--- src/rtl/hold_sus_pkg.sv ---
package hold_sus_pkg;

  typedef enum logic [1:0] {
    HS_RUN   = 2'd0,
    HS_ARMED = 2'd1,
    HS_HELD  = 2'd2
  } holdState_e;

  // strobes from control to datapath
  typedef struct packed {
    logic gateOpen;  // engine may advance
    logic soAllow;   // output may be driven
  } holdCtl_t;

endpackage

--- src/rtl/hold_sus_dp.sv ---
module hold_sus_dp
  import hold_sus_pkg::*;
#(
  parameter int SYNC_STAGES = 2
) (
  input  logic     clk,
  input  logic     rstN,
  input  logic     sckPin,
  input  logic     holdNPin,
  input  logic     csNPin,
  input  logic     soReq,
  input  holdCtl_t ctl,
  output logic     sckSync,
  output logic     holdSync,
  output logic     selSync,
  output logic     sckRise,
  output logic     sckFall,
  output logic     engEn,
  output logic     soOe
);

  localparam int NSIG = 3;
  // reset view of pins: deselected, hold released, clock low
  localparam logic [NSIG-1:0] RST_V = 3'b110;

  logic [NSIG-1:0] rawV;
  logic [NSIG-1:0] syncV;
  logic            sckQ;

  assign rawV = {csNPin, holdNPin, sckPin};

  if (SYNC_STAGES == 0) begin : g_nosync
    assign syncV = rawV;
  end else begin : g_sync
    logic [NSIG-1:0] chain [SYNC_STAGES];
    always_ff @(posedge clk or negedge rstN) begin
      if (!rstN) begin
        for (int i = 0; i < SYNC_STAGES; i++) chain[i] <= RST_V;
      end else begin
        chain[0] <= rawV;
        for (int i = 1; i < SYNC_STAGES; i++) chain[i] <= chain[i-1];
      end
    end
    assign syncV = chain[SYNC_STAGES-1];
  end

  assign sckSync  = syncV[0];
  assign holdSync = syncV[1];
  assign selSync  = ~syncV[2];

  always_ff @(posedge clk or negedge rstN) begin
    if (!rstN) sckQ <= 1'b0;
    else       sckQ <= sckSync;
  end

  assign sckRise = sckSync & ~sckQ & ctl.gateOpen;
  assign sckFall = ~sckSync & sckQ & ctl.gateOpen;
  assign engEn   = ctl.gateOpen;
  // raw pin gates the enable with no flop: tri-state is immediate
  assign soOe    = soReq & holdNPin & ctl.soAllow;

  // raw hold low forces the output enable off
  a_r7_so_cut: assert property (@(posedge clk) disable iff (!rstN)
    !holdNPin |-> !soOe);

  // a rise and a fall strobe never coincide
  a_r2_one_edge: assert property (@(posedge clk) disable iff (!rstN)
    !(sckRise && sckFall));

endmodule

--- src/rtl/hold_sus_ctl.sv ---
module hold_sus_ctl
  import hold_sus_pkg::*;
(
  input  logic     clk,
  input  logic     rstN,
  input  logic     sckSync,
  input  logic     holdSync,
  input  logic     selSync,
  output holdCtl_t ctl,
  output logic     held
);

  holdState_e state, stateNxt;

  always_comb begin
    stateNxt = state;
    if (!selSync) begin
      stateNxt = HS_RUN;
    end else begin
      unique case (state)
        HS_RUN:   if (!holdSync) stateNxt = sckSync ? HS_ARMED : HS_HELD;
        HS_ARMED: if (holdSync) stateNxt = HS_RUN;
                  else if (!sckSync) stateNxt = HS_HELD;
        HS_HELD:  if (holdSync && !sckSync) stateNxt = HS_RUN;
        default:  stateNxt = HS_RUN;
      endcase
    end
  end

  always_ff @(posedge clk or negedge rstN) begin
    if (!rstN) state <= HS_RUN;
    else       state <= stateNxt;
  end

  assign held         = (state == HS_HELD);
  assign ctl.gateOpen = selSync & ~held;
  assign ctl.soAllow  = selSync & ~held;

  // hold low at a clock-low point enters the pause
  a_r3_enter_low: assert property (@(posedge clk) disable iff (!rstN)
    (state == HS_RUN && selSync && !holdSync && !sckSync) |=> held);

  // hold low with the clock high does not pause yet
  a_r4_defer_entry: assert property (@(posedge clk) disable iff (!rstN)
    (!held && selSync && sckSync) |=> !held);

  // the pause persists unless hold is high at a clock-low point
  a_r5_release_low: assert property (@(posedge clk) disable iff (!rstN)
    (held && selSync && !(holdSync && !sckSync)) |=> held);

  // deselection clears the pause
  a_r9_deselect: assert property (@(posedge clk) disable iff (!rstN)
    !selSync |=> !held);

  // a hold released while armed cancels the entry
  a_r10_cancel: assert property (@(posedge clk) disable iff (!rstN)
    (state == HS_ARMED && holdSync) |=> !held);

endmodule

--- src/rtl/hold_suspend.sv ---
module hold_suspend
  import hold_sus_pkg::*;
#(
  parameter int SYNC_STAGES = 2
) (
  input  logic clk,
  input  logic rstN,
  input  logic sckPin,
  input  logic holdNPin,
  input  logic csNPin,
  input  logic soReq,
  output logic sckRise,
  output logic sckFall,
  output logic engEn,
  output logic soOe,
  output logic held
);

  holdCtl_t ctl;
  logic     sckSync, holdSync, selSync;

  hold_sus_dp #(.SYNC_STAGES(SYNC_STAGES)) u_dp (
    .clk      (clk),
    .rstN     (rstN),
    .sckPin   (sckPin),
    .holdNPin (holdNPin),
    .csNPin   (csNPin),
    .soReq    (soReq),
    .ctl      (ctl),
    .sckSync  (sckSync),
    .holdSync (holdSync),
    .selSync  (selSync),
    .sckRise  (sckRise),
    .sckFall  (sckFall),
    .engEn    (engEn),
    .soOe     (soOe)
  );

  hold_sus_ctl u_ctl (
    .clk      (clk),
    .rstN     (rstN),
    .sckSync  (sckSync),
    .holdSync (holdSync),
    .selSync  (selSync),
    .ctl      (ctl),
    .held     (held)
  );

  // the engine is frozen while paused
  a_r6_frozen: assert property (@(posedge clk) disable iff (!rstN)
    held |-> (!sckRise && !sckFall && !engEn));

endmodule

--- config.mk ---
export PLATFORM = sky130hd
export DESIGN_NAME = hold_suspend
export DESIGN_NICKNAME = d
export VERILOG_FILES = /design/src/rtl/hold_sus_pkg.sv /design/src/rtl/hold_sus_dp.sv /design/src/rtl/hold_sus_ctl.sv /design/src/rtl/hold_suspend.sv
export SDC_FILE = /design/constraint.sdc
export NUM_CORES = 1
export LEC_CHECK = 0
export BUFFER_PORTS_ARGS = -buffer_cell sky130_fd_sc_hd__buf_4
export CAP_MARGIN = 20
export CORE_AREA = 3 3 40 42
export CTS_CLUSTER_SIZE = 28
export DETAILED_ROUTE_END_ITERATION = 6
export DIE_AREA = 0 0 43 45
export PLACE_DENSITY = 0.44
export SYNTH_ARGS = -nofsm -noshare
export SYNTH_HDL_FRONTEND = slang
export SYNTH_SLANG_ARGS = --single-unit
--- constraint.sdc ---
create_clock -name clk -period 0.8 [get_ports clk]
set_input_delay 0.08 -clock clk [delete_from_list [all_inputs] [get_ports clk]]
set_output_delay 0.08 -clock clk [all_outputs]
set_load 0.02 [all_outputs]
==> results.py <==
metrics = {
    "sta": {
        "maxSlewViolCount": 0,
        "worstMarginPinSlew_ps": 225,
        "finalSetupViolCount": 7,
        "min_period_ps": 1230,
        "rsz0062_at_grt": "true",
        "period_share_pct": 154,
        "slew_headroom_pct": 84.9,
        "setup_slack_ps": -435,
        "timing.fmax_ghz": 0.810,
        "hold_viol_final": 0,
        "fin_skew_ps": 4.06,
    },
    "min_path": {
        "hp-class": "in -> async",
    },
    "grt": {
        "overflow": 0,
        "antenna_found_initial": 0,
        "grt_max_degree": 10,
        "grt_pass1_wl_um": 952,
        "grt_usage_pct": 6.92,
        "grt_pass1_vias": 244,
    },
    "final_layout": {
        "final_cells": 56,
        "drive_above_1_share_pct": 68.3,
        "fin_nets": 48,
        "final_core_util_pct": 44.2,
        "syn_to_final_growth_pct": 83.1,
        "diodes": 0,
    },
    "clock_network": {
        "clk_path_buf_depth": 2,
        "cts_sinks": 9,
        "cts_buffers": 3,
        "clock_latency_ps": 260,
        "tritoncts": "built",
        "cts_root_buf": "clkbuf_4",
        "clkSlewWorstSetupHoldPaths_ps": 60,
        "cts.htree.levels": 1,
    },
    "critical_path": {
        "crit_chain": "nor2b_4 -> nor4b_4 -> buf_4",
        "arrival_ps": 1150,
        "cpPeakStageDelay_ps": 370,
        "cp-start-kind": "flip-flop",
        "slowest_stage": "dfrtp_1",
        "crit_fanout": 5,
        "worstPathRequired_ps": 720,
        "cp-end-kind": "output port",
        "crit_type": "reg -> out",
    },
    "status": {
        "violations": "setup timing",
        "status": "finished with violations",
    },
    "synth": {
        "syn_avg_cell_area_um2": 16.3,
        "synth_seq_cells": 9,
        "syn_area_um2": 310,
        "yosysWarnings": 0,
        "synthesis.instances": 19,
        "synth_nets": 25,
        "ys_seq_area_share_pct": 74.2,
        "yosysUniqueCellTypes": 9,
    },
    "die": {
        "ios": 11,
        "die_x_um": 43,
        "start_util_pct": 24.1,
        "core.rowCount": 13,
        "core_area_mm2": 0.00128,
        "die_height_um": 45,
        "die_area_mm2": 0.00194,
    },
    "placement": {
        "globalplace.congestion": 0.592,
        "io_buffers": 10,
        "dp.cells": 45,
        "place_ws_ps": -177,
    },
    "pwr": {
        "finalPower_mw": 1.01,
        "leakage_nw": 0.253,
        "ir_drop_uv": 722,
        "power_density_mw_per_mm2": 1790,
    },
    "routing": {
        "num_vias": 224,
        "antenna_left": 0,
        "wire_per_inst_um": 10.6,
        "first_iter_violations": 2,
        "viasPerCell": 4.00,
        "first_pass_iters": 2,
        "drt-total-wl_um": 592,
        "drc": 0,
    },
    "flow_run": {
        "drv_cap": 0,
    },
}
-- layer usage --
layer  GRT usage, %  vias up  wire (µm)
met5              0        -          0
met4           7.23        0          0
met3           1.59        0         42
met2           10.8        8        303
met1           7.52      106        246
li1               -      110          -
-- power by group --
part,switching (mW),internal (mW)
combinational,0.0657,0.0898
clock,0.163,0.184
sequential,0.0241,0.487
total,0.253,0.761
-- synthesized netlist by cell type --
cell,instances,area [µm²]
dfrtp_1,5,125
dfstp_2,4,105
nor4b_1,3,26.3
nor2b_1,2,12.5
a2111oi_2,1,15.0
nand2_1,1,3.75
nor2_1,1,3.75
nor2b_4,1,13.8
nor3_1,1,5.00
-- final timing paths --
check	from	end	slack (ps)	cells past startpoint
min	rstN	u_dp.g_sync.chain[3]$_DFF_PN0_	170	2
min in group clk	u_dp.g_sync.chain[5]$_DFF_PN1_	u_dp.syncV[2]$_DFF_PN1_	360	0
max reg2reg	u_ctl.state[0]$_DFFE_PN0P_	u_ctl.state[1]$_DFFE_PN0P_	-280	3
max	u_ctl.state[1]$_DFFE_PN0P_	sckFall	-430	3
max in group asynchronous	rstN	u_dp.syncV[1]$_DFF_PN1_	410	2
min reg2reg	u_dp.g_sync.chain[5]$_DFF_PN1_	u_dp.syncV[2]$_DFF_PN1_	360	0
-- through the flow --
step / area, µm² / setup TNS [ps] / hold slack [ps]
finish: 568 / -2400 / 175
global route: 568 / -2820 / 170
CTS: 541 / -2440 / 163
detailed placement: 447 / -960 / -91.2
global placement: 447 / -827 / -95.9
floorplan: 345 / -785 / -216
-- cells by family after synthesis --
| group | count (synthesis) | share of synthesized area, % |
|---|---|---|
| simple gates | 9 | 21.0 |
| flops | 9 | 74.2 |
| compound gates | 1 | 4.84 |
-- placed cells by master, fill, tap and decap left out, types with 2 or more instances in the layout --
cell           count
buf_4             13
dfrtp_1            5
dlygate4sd3_1      4
dfstp_2            4
nor4b_4            3
clkbuf_4           3
nor2b_1            2
-- timing repair --
| action | CTS | global route |
|---|---|---|
| hold buffers | 4 | 0 |
| setup buffers | 2 | 2 |
| endpoints found under the hold margin | 12 | 0 |
| resized for setup | 2 | 2 |
| pin swaps | 3 | 1 |
| cloned | 0 | 0 |
| setup endpoints to repair | 7 | 7 |
-- cell type report --
cell class,instances,area (µm²)
Clock inverter,1,5.00
Tap cell,15,18.8
Sequential cell,9,230
Timing Repair Buffer,18,149
Clock buffer,3,22.5
Multi-Input combinational cell,10,143
Fill cell,123,717
-- flip-flops by register name, indices dropped and copies added, names as in the netlist --
name,cells
u_ctl.state,2
u_dp.sckQ,1
u_dp.syncV,3
u_dp.g_sync.chain,3
-- worst max-delay path: cells and delay by family (launching register included) --
family | cells | cell delay, ps
flip-flops | 1 | 370
AND/OR/NAND/NOR | 2 | 360
buffers and inverters | 1 | 170
No activity file was read; power rests on OpenSTA's default activity.
